$ cat src/rtl/pinaddr_i2c_pkg.sv
package pinaddr_i2c_pkg;

  typedef enum logic [2:0] {
    ST_IDLE,
    ST_ADDR,
    ST_ACK_ADDR,
    ST_WR_BYTE,
    ST_ACK_WR,
    ST_RD_BYTE,
    ST_RD_ACK
  } busState_t;

  // Strobes from control to datapath, all valid for a single clk cycle
  typedef struct packed {
    logic clrCnt;    // restart bit counting for a new byte
    logic shiftIn;   // sample SDA into receive shifter, count one bit
    logic loadIdx;   // received byte becomes register index
    logic writeReg;  // write received byte at index, then increment
    logic loadTx;    // fetch byte at index into transmit shifter, increment
    logic shiftTx;   // advance transmit shifter by one bit
  } strobe_t;

endpackage

$ cat src/rtl/pinaddr_i2c_dp.sv
module pinaddr_i2c_dp
  import pinaddr_i2c_pkg::*;
#(
  parameter int         SYNC_STAGES = 2,
  parameter int         IDX_W       = 8,
  parameter logic [6:0] BASE_ADDR   = 7'h1C
) (
  input  logic             clk,
  input  logic             rstN,
  input  logic             sclIn,
  input  logic             sdaIn,
  input  logic             addrSel,
  input  strobe_t          strb,
  input  logic [7:0]       regRdata,
  output logic             sclRise,
  output logic             sclFall,
  output logic             startDet,
  output logic             stopDet,
  output logic             sclSync,
  output logic             sdaSync,
  output logic             byteDone,
  output logic             cntZero,
  output logic             addrMatch,
  output logic             rwBit,
  output logic             txMsb,
  output logic [IDX_W-1:0] idxOut,
  output logic [7:0]       rxByte
);

  localparam int BYTE_BITS = 8;
  localparam int CNT_W     = $clog2(BYTE_BITS + 1);

  logic [SYNC_STAGES-1:0] sclPipe;
  logic [SYNC_STAGES-1:0] sdaPipe;
  logic                   sclDly;
  logic                   sdaDly;
  logic [CNT_W-1:0]       bitCnt;
  logic [7:0]             rxShift;
  logic [7:0]             txShift;
  logic [IDX_W-1:0]       idxQ;

  // Synchroniser chains, idle-high after reset
  generate
    if (SYNC_STAGES == 1) begin : g_sync1
      always_ff @(posedge clk) begin
        if (!rstN) begin
          sclPipe <= '1;
          sdaPipe <= '1;
        end else begin
          sclPipe <= sclIn;
          sdaPipe <= sdaIn;
        end
      end
    end else begin : g_syncN
      always_ff @(posedge clk) begin
        if (!rstN) begin
          sclPipe <= '1;
          sdaPipe <= '1;
        end else begin
          sclPipe <= {sclPipe[SYNC_STAGES-2:0], sclIn};
          sdaPipe <= {sdaPipe[SYNC_STAGES-2:0], sdaIn};
        end
      end
    end
  endgenerate

  assign sclSync = sclPipe[SYNC_STAGES-1];
  assign sdaSync = sdaPipe[SYNC_STAGES-1];

  always_ff @(posedge clk) begin
    if (!rstN) begin
      sclDly <= 1'b1;
      sdaDly <= 1'b1;
    end else begin
      sclDly <= sclSync;
      sdaDly <= sdaSync;
    end
  end

  assign sclRise  = sclSync & ~sclDly;
  assign sclFall  = ~sclSync & sclDly;
  assign startDet = sclSync & sclDly & sdaDly & ~sdaSync;
  assign stopDet  = sclSync & sclDly & ~sdaDly & sdaSync;

  // Bit counter and receive shifter
  always_ff @(posedge clk) begin
    if (!rstN) begin
      bitCnt  <= '0;
      rxShift <= '0;
    end else if (strb.clrCnt) begin
      bitCnt  <= '0;
    end else if (strb.shiftIn) begin
      bitCnt  <= bitCnt + CNT_W'(1);
      rxShift <= {rxShift[6:0], sdaSync};
    end
  end

  assign byteDone  = (bitCnt == CNT_W'(BYTE_BITS));
  assign cntZero   = (bitCnt == '0);
  assign rxByte    = rxShift;
  assign rwBit     = rxShift[0];
  assign addrMatch = (rxShift[7:1] == {BASE_ADDR[6:1], addrSel});

  // Transmit shifter
  always_ff @(posedge clk) begin
    if (!rstN)              txShift <= 8'hFF;
    else if (strb.loadTx)   txShift <= regRdata;
    else if (strb.shiftTx)  txShift <= {txShift[6:0], 1'b1};
  end

  assign txMsb = txShift[7];

  // Register index with auto-increment
  always_ff @(posedge clk) begin
    if (!rstN)
      idxQ <= '0;
    else if (strb.loadIdx)
      idxQ <= rxShift[IDX_W-1:0];
    else if (strb.writeReg || strb.loadTx)
      idxQ <= idxQ + IDX_W'(1);
  end

  assign idxOut = idxQ;


  idx_after_write_chk: assert property (@(posedge clk) disable iff (!rstN)
    strb.writeReg |=> idxQ == $past(idxQ) + IDX_W'(1));


  idx_after_fetch_chk: assert property (@(posedge clk) disable iff (!rstN)
    strb.loadTx |=> idxQ == $past(idxQ) + IDX_W'(1));


  start_clears_cnt_chk: assert property (@(posedge clk) disable iff (!rstN)
    startDet |=> bitCnt == '0);

endmodule

$ cat src/rtl/pinaddr_i2c_ctrl.sv
module pinaddr_i2c_ctrl
  import pinaddr_i2c_pkg::*;
(
  input  logic    clk,
  input  logic    rstN,
  input  logic    sclRise,
  input  logic    sclFall,
  input  logic    startDet,
  input  logic    stopDet,
  input  logic    sclSync,
  input  logic    sdaSync,
  input  logic    byteDone,
  input  logic    cntZero,
  input  logic    addrMatch,
  input  logic    rwBit,
  input  logic    txMsb,
  output strobe_t strb,
  output logic    sdaOe
);

  busState_t stateQ, stateD;
  logic      readQ, readD;
  logic      firstQ, firstD;
  logic      ackSeenQ, ackSeenD;

  always_comb begin
    stateD   = stateQ;
    readD    = readQ;
    firstD   = firstQ;
    ackSeenD = ackSeenQ;
    strb     = '0;

    if (stopDet) begin
      stateD = ST_IDLE;
    end else if (startDet) begin
      stateD      = ST_ADDR;
      strb.clrCnt = 1'b1;
    end else begin
      unique case (stateQ)
        ST_IDLE: ;
        ST_ADDR: begin
          if (sclRise) strb.shiftIn = 1'b1;
          else if (sclFall && byteDone) begin
            if (addrMatch) begin
              stateD = ST_ACK_ADDR;
              readD  = rwBit;
            end else begin
              stateD = ST_IDLE;
            end
          end
        end
        ST_ACK_ADDR: begin
          if (sclFall) begin
            strb.clrCnt = 1'b1;
            if (readQ) begin
              strb.loadTx = 1'b1;
              stateD      = ST_RD_BYTE;
            end else begin
              firstD = 1'b1;
              stateD = ST_WR_BYTE;
            end
          end
        end
        ST_WR_BYTE: begin
          if (sclRise) strb.shiftIn = 1'b1;
          else if (sclFall && byteDone) begin
            if (firstQ) begin
              strb.loadIdx = 1'b1;
              firstD       = 1'b0;
            end else begin
              strb.writeReg = 1'b1;
            end
            stateD = ST_ACK_WR;
          end
        end
        ST_ACK_WR: begin
          if (sclFall) begin
            strb.clrCnt = 1'b1;
            stateD      = ST_WR_BYTE;
          end
        end
        ST_RD_BYTE: begin
          if (sclRise) strb.shiftIn = 1'b1;
          else if (sclFall) begin
            if (byteDone) begin
              stateD   = ST_RD_ACK;
              ackSeenD = 1'b0;
            end else if (!cntZero) begin
              strb.shiftTx = 1'b1;
            end
          end
        end
        ST_RD_ACK: begin
          if (sclRise) begin
            if (sdaSync) stateD = ST_IDLE;
            else         ackSeenD = 1'b1;
          end else if (sclFall && ackSeenQ) begin
            strb.clrCnt = 1'b1;
            strb.loadTx = 1'b1;
            ackSeenD    = 1'b0;
            stateD      = ST_RD_BYTE;
          end
        end
        default: stateD = ST_IDLE;
      endcase
    end
  end

  always_ff @(posedge clk) begin
    if (!rstN) begin
      stateQ   <= ST_IDLE;
      readQ    <= 1'b0;
      firstQ   <= 1'b0;
      ackSeenQ <= 1'b0;
    end else begin
      stateQ   <= stateD;
      readQ    <= readD;
      firstQ   <= firstD;
      ackSeenQ <= ackSeenD;
    end
  end

  assign sdaOe = (stateQ == ST_ACK_ADDR) || (stateQ == ST_ACK_WR) ||
                 ((stateQ == ST_RD_BYTE) && !txMsb);


  stop_to_idle_chk: assert property (@(posedge clk) disable iff (!rstN)
    stopDet |=> stateQ == ST_IDLE);


  addr_ack_match_chk: assert property (@(posedge clk) disable iff (!rstN)
    (stateQ == ST_ACK_ADDR && $past(stateQ) == ST_ADDR) |-> $past(addrMatch));


  sda_low_phase_chk: assert property (@(posedge clk) disable iff (!rstN)
    (sdaOe != $past(sdaOe)) |-> (!$past(sclSync) || $past(startDet) || $past(stopDet)));


  write_pulse_chk: assert property (@(posedge clk) disable iff (!rstN)
    strb.writeReg |=> !strb.writeReg);

endmodule

$ cat src/rtl/pinaddr_i2c_slave.sv
module pinaddr_i2c_slave
  import pinaddr_i2c_pkg::*;
#(
  parameter int         SYNC_STAGES = 2,
  parameter int         IDX_W       = 8,
  parameter logic [6:0] BASE_ADDR   = 7'h1C
) (
  input  logic             clk,
  input  logic             rstN,
  input  logic             sclIn,
  input  logic             sdaIn,
  input  logic             addrSel,
  output logic             sdaOe,
  output logic             regWrEn,
  output logic             regRdEn,
  output logic [IDX_W-1:0] regIdx,
  output logic [7:0]       regWdata,
  input  logic [7:0]       regRdata
);

  strobe_t strb;
  logic sclRise, sclFall, startDet, stopDet, sclSync, sdaSync;
  logic byteDone, cntZero, addrMatch, rwBit, txMsb;

  pinaddr_i2c_dp #(
    .SYNC_STAGES(SYNC_STAGES),
    .IDX_W      (IDX_W),
    .BASE_ADDR  (BASE_ADDR)
  ) dp_i (
    .clk      (clk),
    .rstN     (rstN),
    .sclIn    (sclIn),
    .sdaIn    (sdaIn),
    .addrSel  (addrSel),
    .strb     (strb),
    .regRdata (regRdata),
    .sclRise  (sclRise),
    .sclFall  (sclFall),
    .startDet (startDet),
    .stopDet  (stopDet),
    .sclSync  (sclSync),
    .sdaSync  (sdaSync),
    .byteDone (byteDone),
    .cntZero  (cntZero),
    .addrMatch(addrMatch),
    .rwBit    (rwBit),
    .txMsb    (txMsb),
    .idxOut   (regIdx),
    .rxByte   (regWdata)
  );

  pinaddr_i2c_ctrl ctrl_i (
    .clk      (clk),
    .rstN     (rstN),
    .sclRise  (sclRise),
    .sclFall  (sclFall),
    .startDet (startDet),
    .stopDet  (stopDet),
    .sclSync  (sclSync),
    .sdaSync  (sdaSync),
    .byteDone (byteDone),
    .cntZero  (cntZero),
    .addrMatch(addrMatch),
    .rwBit    (rwBit),
    .txMsb    (txMsb),
    .strb     (strb),
    .sdaOe    (sdaOe)
  );

  assign regWrEn = strb.writeReg;
  assign regRdEn = strb.loadTx;


  fetch_pulse_chk: assert property (@(posedge clk) disable iff (!rstN)
    regRdEn |=> !regRdEn);

endmodule

$ cat config.mk
export PLATFORM = sky130hd
export DESIGN_NAME = pinaddr_i2c_slave
export DESIGN_NICKNAME = d
export VERILOG_FILES = /design/src/rtl/pinaddr_i2c_pkg.sv /design/src/rtl/pinaddr_i2c_dp.sv /design/src/rtl/pinaddr_i2c_ctrl.sv /design/src/rtl/pinaddr_i2c_slave.sv
export SDC_FILE = /design/constraint.sdc
export NUM_CORES = 1
export LEC_CHECK = 0
export BUFFER_PORTS_ARGS = -buffer_cell sky130_fd_sc_hd__buf_2
export CORE_UTILIZATION = 56
export DETAILED_ROUTE_END_ITERATION = 16
export PLACE_DENSITY = 0.84
export SLEW_MARGIN = 25
export SYNTH_ARGS = -nofsm -noshare
export SYNTH_HDL_FRONTEND = slang
export SYNTH_SLANG_ARGS = --single-unit
$ cat constraint.sdc
create_clock -name clk -period 1.8 [get_ports clk]
set_input_delay 0.36 -clock clk [delete_from_list [all_inputs] [get_ports clk]]
set_output_delay 0.36 -clock clk [all_outputs]
set_load 0.01 [all_outputs]
==> impl_metrics.py, run 1 <==
metrics = {
    "run_status": {
        "status": "finished, final reports clean",
    },
    "critical_path": {
        "cp_cell_sequence": "nand2b_4 -> or3_4 -> inv_2 -> buf_2",
        "reg2regPathDepth": 6,
        "slowest_stage": "or3_4",
        "cp.required_ns": 1.44,
        "cp_max_fo": 7,
        "criticalPathCategory": "reg2out",
        "r2r_start": "dp_i.sclDly",
        "crit_arrival_ns": 1.43,
        "worstSetupStartpointType": "flop",
        "max_stage_delay_ns": 0.40,
        "startpoint": "ctrl_i.stateQ[0]",
        "cp-end-kind": "output pin",
    },
    "clock_tree": {
        "ctsHoldBuffers": 0,
        "ctsLongestPathBuffers": 2,
        "cts_htree_levels": 2,
        "numCtsBuffers": 5,
        "clk_pin_slew_ns": 0.09,
        "insertion_delay_ns": 0.31,
        "cts_tree": "yes",
        "root_buffer": "clkbuf_8",
        "cts.sinks": 40,
    },
    "synth": {
        "synth_seq_cells": 40,
        "synth_edf_count": 0,
        "ys_seq_area_frac": 0.366,
        "synth.distinct_cells": 56,
        "synth_nets": 260,
        "synth_most_common_cell": "dfxtp_1",
        "netlist_top_cells_count": "40 x dfxtp_1, 27 x nand2_1, 20 x nor2_1, 19 x a21oi_1, 19 x mux2i_1",
        "ys.flop_type": "dfxtp_1",
        "avgSynthCellArea_um2": 8.97,
        "yosysTopAreaCell": "dfxtp_1",
        "synth.top_cell.area_share": 0.366,
        "synthArstFlopShare": 0,
        "syn-cell-area_mm2": 0.00219,
        "yosys_warnings": 0,
        "yosys-top-cells-area": "dfxtp_1 37%, mux2i_1 8.7%, nand2_1 4.6%",
        "syn_inst": 244,
    },
    "pwr": {
        "p_leak_nw": 1.16,
        "ir_drop_uv": 660,
        "powerDensity_mw_per_mm2": 655,
        "power_mw": 1.81,
    },
    "global_routing": {
        "grt_pass1_vias": 1917,
        "grt_max_degree": 18,
        "grtUsageTotal": 0.275,
        "antenna_found_initial": 0,
        "grt_pass1_wl_um": 8660,
        "gr-total-overflow": 0,
    },
    "timing": {
        "fin_skew_ns": 0.00854,
        "relSlewSlack": 0.511,
        "fmax_mhz": 559,
        "setup_viol": 0,
        "slew_viol_final": 0,
        "tns_ns": 0,
        "period_needed_ns": 1.79,
        "fin_crit_sh": 0.993,
        "hold_viol_final": 0,
        "rsz0062_at_grt": "yes",
        "tightest_slew_ns": 0.721,
    },
    "drt": {
        "drt-wirelength-per-cell_um": 16.1,
        "firstDrtPassIters": 4,
        "wirelength_um": 5620,
        "drcViolationCount": 0,
        "drtIter0Drc": 157,
        "vias": 2065,
        "ant_nets": 0,
        "viasPerCell": 5.93,
    },
    "place": {
        "dp_hpwl_um": 3640,
        "place_congestion": 0.923,
        "portBuffers": 31,
    },
    "floorplanning": {
        "fp.dieW_um": 64.5,
        "fp.coreArea_mm2": 0.00372,
        "ios": 32,
        "die_height_um": 64.5,
        "die_area_mm2": 0.00416,
        "row_count": 22,
        "start_util": 0.589,
    },
    "cells_and_area": {
        "nFillCells": 296,
        "areaGrowthSynthToFinish_pct": 26.5,
        "diodes": 0,
        "layout-drive-gt1-share": 0.343,
        "final_util": 0.745,
        "fin_nets": 315,
    },
    "min_path": {
        "whs_path_depth": 2,
        "hold_class": "in2reg",
        "min_from": "sclIn",
    },
    "flow_run": {
        "drv_cap": 0,
    },
}
-- layout by cell type (no fill, tap or decap), types with 5 or more instances in the layout --
| cell type | instances |
|---|---|
| clkbuf_8 | 6 |
| xnor2_1 | 5 |
| mux2_1 | 7 |
| inv_1 | 5 |
| nand2_1 | 27 |
| a21oi_1 | 19 |
| nor2_1 | 19 |
| dfxtp_1 | 31 |
| nor3_1 | 5 |
| dfxtp_4 | 5 |
| buf_4 | 28 |
| mux2i_1 | 19 |
| o22ai_1 | 6 |
| buf_2 | 31 |
| nand2b_1 | 8 |
-- report_power, final --
group / total, mW / internal [mW] / switching [mW] / leakage (nW)
Clock: 0.798 / 0.454 / 0.345 / 0.0614
Combinational: 0.120 / 0.0554 / 0.0644 / 0.774
Sequential: 0.896 / 0.886 / 0.0104 / 0.328
-- what timing repair did --
action,CTS,global route
pin swaps,0,5
gates resized for setup,10,17
setup buffers,2,11
endpoints found under the setup margin,3,13
-- per-layer routing --
metal	track usage	vias to the layer above	part of all wire
met3	0.0616	21	0.058
met1	0.330	984	0.43
met4	0.161	0	0.038
li1	-	980	-
met5	0	-	0
met2	0.449	80	0.47
-- cell families (layout without fill, tap and decap cells) --
family          Yosys count  count (layout)  synth area share
xor+xnor                  6               6            0.0240
mux                      27              27             0.130
simple gates             96              96             0.252
flops                    40              40             0.366
fa+ha+maj                 3               3            0.0172
compound gates           51              51             0.165
buf+inv                  21              77            0.0463
-- critical path, delay by kind of cell, from the launching register on --
kind / cells / cell delay [ns]
AND/OR/NAND/NOR: 2 / 0.56
flip-flops: 1 / 0.39
buffers and inverters: 2 / 0.16
-- cell type report --
type | count | area, um^2 | area share
repair buffers | 61 | 397 | 0.143
multi-input cells | 183 | 1340 | 0.482
flip-flops and latches | 40 | 825 | 0.298
inverters | 8 | 30.0 | 0.0108
well taps | 48 | 60.1 | 0.0217
clock inverters | 2 | 38.8 | 0.0140
clock buffers | 6 | 82.6 | 0.0298
-- registers in the layout, summed over array words and instances, names as in the netlist, 2 cells and up --
name,flops
ctrl_i.stateQ,3
dp_i.sclPipe,2
dp_i.idxOut,8
dp_i.txShift,8
dp_i.bitCnt,4
dp_i.sdaPipe,2
dp_i.rxByte,8
-- stage by stage --
step / cells / setup WS (ns) / hold slack, ns / cell area (um^2)
final: 348 / 0.0125 / 0.234 / 2770
after CTS: 337 / -0.00211 / 0.235 / 2640
after detailed placement: 327 / 0.0816 / 0.393 / 2470
after global routing: 348 / -0.0523 / 0.243 / 2770
after floorplan: 244 / 0.126 / 0.386 / 2190
after global placement: 327 / 0.110 / 0.390 / 2470
-- path summary, 6_finish.rpt --
path / end / slack, ns
min reg2reg: dp_i.sclPipe[1] / 0.41
max: regRdEn / 0.01
max reg2reg: ctrl_i.stateQ[2] / 0.05
min: dp_i.sclPipe[0] / 0.23
No activity file was read; power rests on OpenSTA's default activity.
==> inputs of run 2 (changes only) <==
PLACE_DENSITY = unset   (was 0.84)
PLACE_DENSITY_LB_ADDON = 0.05   (was unset)
==> run 2 against run 1 <==
- final cell count decreased by 1.7%
- non-clock buffer count down 6
- via count shrank 6.7%
- power is 8.9% lower
==> impl_metrics.py, run 2 (synthesis results as in run 1) <==
metrics = {
    "timing": {
        "relSlewSlack": 0.505,
        "fin_skew_ns": 0.00655,
        "fmax_mhz": 571,
        "tns_ns": 0,
        "rsz0062_at_grt": "yes",
        "slew_viol_final": 0,
        "fin_crit_sh": 0.973,
        "tightest_slew_ns": 0.731,
        "period_needed_ns": 1.75,
        "hold_viol_final": 0,
        "setup_viol": 0,
    },
    "floorplanning": {
        "ios": 32,
        "fp.dieW_um": 64.5,
        "die_height_um": 64.5,
        "die_area_mm2": 0.00416,
        "row_count": 22,
        "fp.coreArea_mm2": 0.00372,
        "start_util": 0.589,
    },
    "global_routing": {
        "gr-total-overflow": 0,
        "grt_pass1_wl_um": 8830,
        "grt_pass1_vias": 1891,
        "grt_max_degree": 18,
        "grtUsageTotal": 0.276,
        "antenna_found_initial": 0,
    },
    "clock_tree": {
        "ctsHoldBuffers": 0,
        "root_buffer": "clkbuf_8",
        "cts.sinks": 40,
        "cts_tree": "yes",
        "numCtsBuffers": 5,
        "cts_htree_levels": 2,
        "insertion_delay_ns": 0.30,
        "clk_pin_slew_ns": 0.08,
        "ctsLongestPathBuffers": 2,
    },
    "critical_path": {
        "max_stage_delay_ns": 0.41,
        "crit_arrival_ns": 1.39,
        "reg2regPathDepth": 5,
        "r2r_start": "dp_i.sclPipe[1]",
        "cp.required_ns": 1.44,
        "cp.depth": 5,
        "crit_family": "flip-flops",
        "worstSetupStartpointType": "flop",
        "slowest_stage": "dfxtp_4",
        "criticalPathCategory": "reg2out",
        "cp-end-kind": "output pin",
        "cp_cell_sequence": "nor2b_1 -> buf_4 -> nand4_1 -> nor2_1 -> buf_2",
        "cp_max_fo": 7,
        "startpoint": "dp_i.sclDly",
        "worst-path-buf-inv": 2,
    },
    "min_path": {
        "min_from": "sclIn",
        "hold_class": "in2reg",
        "whs_path_depth": 2,
    },
    "run_status": {
        "status": "finished, final reports clean",
    },
    "drt": {
        "firstDrtPassIters": 4,
        "drcViolationCount": 0,
        "drt-wirelength-per-cell_um": 15.6,
        "vias": 1927,
        "drtIter0Drc": 138,
        "ant_nets": 0,
        "wirelength_um": 5320,
        "viasPerCell": 5.63,
    },
    "pwr": {
        "clockPowerShare": 0.389,
        "ir_drop_uv": 497,
        "p_leak_nw": 1.12,
        "powerDensity_mw_per_mm2": 618,
        "p_int_mw": 1.25,
        "seqPwrFrac": 0.544,
        "netSwitchingPower_mw": 0.400,
        "switching_share": 0.242,
        "comb_power_share": 0.067,
    },
    "place": {
        "place_inst": 328,
        "dp_hpwl_um": 3750,
        "portBuffers": 31,
        "place_congestion": 0.869,
    },
    "cells_and_area": {
        "layout-drive-gt1-share": 0.327,
        "instances_no_fill": 342,
        "fin_nets": 309,
        "diodes": 0,
        "nFillCells": 297,
        "areaGrowthSynthToFinish_pct": 22.3,
        "mostFrequentLayoutCells": "31 x dfxtp_1, 31 x buf_2, 27 x nand2_1",
    },
    "flow_run": {
        "drv_cap": 0,
    },
}
-- run 2: cell count changes in the layout (fill, tap and decap cells not counted), moves of 2 or more --
cell     before  now
buf_4        28   24
dfxtp_2       4    6
dfxtp_4       5    3
inv_2         3    1
-- run 2: worst register-to-register path: stages (launching register included) --
cell and delay, ns:
dfxtp_2 0.40, nor2b_4 0.19, mux2_4 0.30, a221o_1 0.32
and2_4 0.16, o211a_1 0.20
-- run 2: final timing paths --
path,end,slack [ns]
max,regWrEn,0.05
min,dp_i.sclPipe[0],0.25
max reg2reg,ctrl_i.stateQ[2],0.13
min reg2reg,dp_i.sclPipe[1],0.43
-- run 2: what timing repair did --
item	CTS	global route
buffers inserted	0	6
gates resized for setup	9	15
pin swaps	0	5
cloned	0	0
endpoints found under the setup margin	2	8
-- run 2: power groups by stage --
stage | sequential, mW | combinational, mW | clock, mW
after global routing | 0.901 | 0.120 | 0.700
after global placement | 0.922 | 0.0997 | 0
after detailed placement | 0.923 | 0.101 | 0
final | 0.900 | 0.111 | 0.643
after floorplan | 0.918 | 0.0683 | 0
after CTS | 0.902 | 0.103 | 0.652
-- run 2: through the flow --
step                power, mW  hold WS [ns]  instance area [um^2]  worst slack [ns]   util
detailed placement       1.02         0.407                  2470            0.0568  0.664
CTS                      1.66         0.247                  2580          0.000400  0.695
finish                   1.65         0.249                  2680            0.0481  0.720
global placement         1.02         0.389                  2470             0.133  0.664
global route             1.72         0.244                  2680           -0.0293  0.720
floorplan               0.986         0.386                  2190             0.126      -
-- run 2: metal layers --
metal	vias up	share of wire	GRT usage	wire length (um)
met2	55	0.48	0.455	2560
met5	-	0	0	0
li1	972	-	-	-
met3	10	0.047	0.0634	252
met4	0	0.015	0.0917	78
met1	890	0.46	0.352	2430
-- run 2: cell type report --
class / instances / area, um^2 / share of cell area
Clock buffer: 6 / 82.6 / 0.0309
Clock inverter: 2 / 13.8 / 0.00514
Inverter: 8 / 32.5 / 0.0122
Multi-Input combinational cell: 183 / 1330 / 0.498
Sequential cell: 40 / 820 / 0.306
Tap cell: 48 / 60.1 / 0.0224
Timing Repair Buffer: 55 / 335 / 0.125
==> inputs of run 3 (changes only) <==
CORE_UTILIZATION = 60   (was 56)
clock period = 2.2 ns   (was 1.8 ns; I/O delays follow)
==> run 3 against run 2 <==
- sequential cell count unchanged
- utilization increased by 0.80 points
- clock power down 16%
- critical path type unchanged
==> impl_metrics.py, run 3 (synthesis results as in run 1) <==
metrics = {
    "critical_path": {
        "slowest_stage": "dfxtp_1",
        "max_stage_delay_ns": 0.47,
        "crit_arrival_ns": 1.68,
        "worst-path-buf-inv": 2,
        "cp_cell_sequence": "nand2b_1 -> or3_1 -> inv_1 -> buf_2",
        "cp.required_ns": 1.76,
        "crit_family": "simple AND/OR/NAND/NOR gates",
        "cp_max_fo": 10,
        "cp-end-kind": "output pin",
        "worstSetupStartpointType": "flop",
        "criticalPathCategory": "reg2out",
    },
    "global_routing": {
        "grt_pass1_vias": 1647,
        "grt_pass1_wl_um": 7970,
        "gr-total-overflow": 0,
        "antenna_found_initial": 0,
        "grtUsageTotal": 0.262,
        "grt_max_degree": 26,
    },
    "drt": {
        "vias": 1866,
        "wirelength_um": 4760,
        "firstDrtPassIters": 4,
        "drtIter0Drc": 114,
        "drcViolationCount": 0,
        "drt-wirelength-per-cell_um": 14.7,
        "ant_nets": 0,
        "viasPerCell": 5.76,
    },
    "clock_tree": {
        "root_buffer": "clkbuf_4",
        "numCtsBuffers": 5,
        "cts_tree": "yes",
        "insertion_delay_ns": 0.35,
        "clk_pin_slew_ns": 0.11,
        "cts.sinks": 40,
        "cts_htree_levels": 2,
        "ctsLongestPathBuffers": 2,
    },
    "timing": {
        "fmax_mhz": 471,
        "fin_crit_sh": 0.965,
        "hold_viol_final": 0,
        "rsz0062_at_grt": "no",
        "period_needed_ns": 2.12,
        "relSlewSlack": 0.546,
        "tightest_slew_ns": 0.670,
        "setup_viol": 0,
        "slew_viol_final": 0,
        "fin_ws_ns": 0.0778,
        "tns_ns": 0,
        "fin_skew_ns": 0.00836,
    },
    "pwr": {
        "p_leak_nw": 1.02,
        "ir_drop_uv": 449,
        "powerDensity_mw_per_mm2": 546,
    },
    "cells_and_area": {
        "multi_input_area_mm2": 0.00129,
        "layout-drive-gt1-share": 0.230,
        "postLayoutCellArea_mm2": 0.00249,
        "fin_nets": 293,
        "instances_no_fill": 324,
        "nFillCells": 276,
        "diodes": 0,
        "final_common_cell": "dfxtp_1",
        "seqCellArea_um2": 803,
        "final_util": 0.728,
        "mostFrequentLayoutCells": "38 x dfxtp_1, 31 x buf_2, 27 x nand2_1",
        "areaGrowthSynthToFinish_pct": 13.7,
    },
    "place": {
        "dpl-instance-area_mm2": 0.00239,
        "place_ws_ns": 0.374,
        "place_congestion": 0.860,
        "dp_hpwl_um": 3420,
        "place_inst": 316,
        "portBuffers": 31,
    },
    "floorplanning": {
        "die_area_mm2": 0.00389,
        "start_util": 0.641,
        "row_count": 21,
        "fp.coreArea_mm2": 0.00342,
        "die_height_um": 62.4,
        "fp.dieW_um": 62.4,
        "ios": 32,
    },
    "min_path": {
        "hold_class": "in2reg",
    },
    "flow_run": {
        "drv_cap": 0,
    },
    "run_status": {
        "status": "finished, final reports clean",
    },
}
[run 3: cell type report]
| class | instances | share of cell area |
|---|---|---|
| Timing Repair Buffer | 39 | 0.0865 |
| Inverter | 8 | 0.0121 |
| Sequential cell | 40 | 0.323 |
| Tap cell | 46 | 0.0231 |
| Multi-Input combinational cell | 183 | 0.517 |
| Clock inverter | 1 | 0.0121 |
| Clock buffer | 7 | 0.0262 |
[run 3: routing by layer]
metal,GRT usage,up-vias,wire length (um)
met5,0,-,0
met4,0.108,0,55
met3,0.0511,5,202
met2,0.402,50,2190
met1,0.359,871,2310
li1,-,940,-
[run 3: final timing paths]
kind,start,endpoint,slack [ns],cells past startpoint
setup / recovery,ctrl_i.stateQ[0],regRdEn,0.08,4
hold / removal,sdaIn,dp_i.sdaPipe[0],0.27,2
setup reg to reg,ctrl_i.stateQ[0],dp_i.txShift[6],0.34,5
hold reg to reg,dp_i.sdaPipe[0],dp_i.sdaPipe[1],0.42,1
[run 3: repair_timing]
item / CTS / global route
gates resized for setup: 0 / 2
setup endpoints to repair: 0 / 1
buffers inserted: 0 / 0
hold buffers: 0 / 0
[run 3: where the power goes]
part	switching (mW)	leakage, nW	internal [mW]
registers	0.0101	0.325	0.730
clock network	0.238	0.0515	0.302
logic	0.0431	0.645	0.0342
total	0.291	1.02	1.07
[run 3: metrics by stage]
stage	hold slack, ns	power, mW
floorplan	0.386	0.807
finish	0.265	1.36
global placement	0.390	0.831
detailed placement	0.397	0.833
CTS	0.256	1.36
global route	0.268	1.41
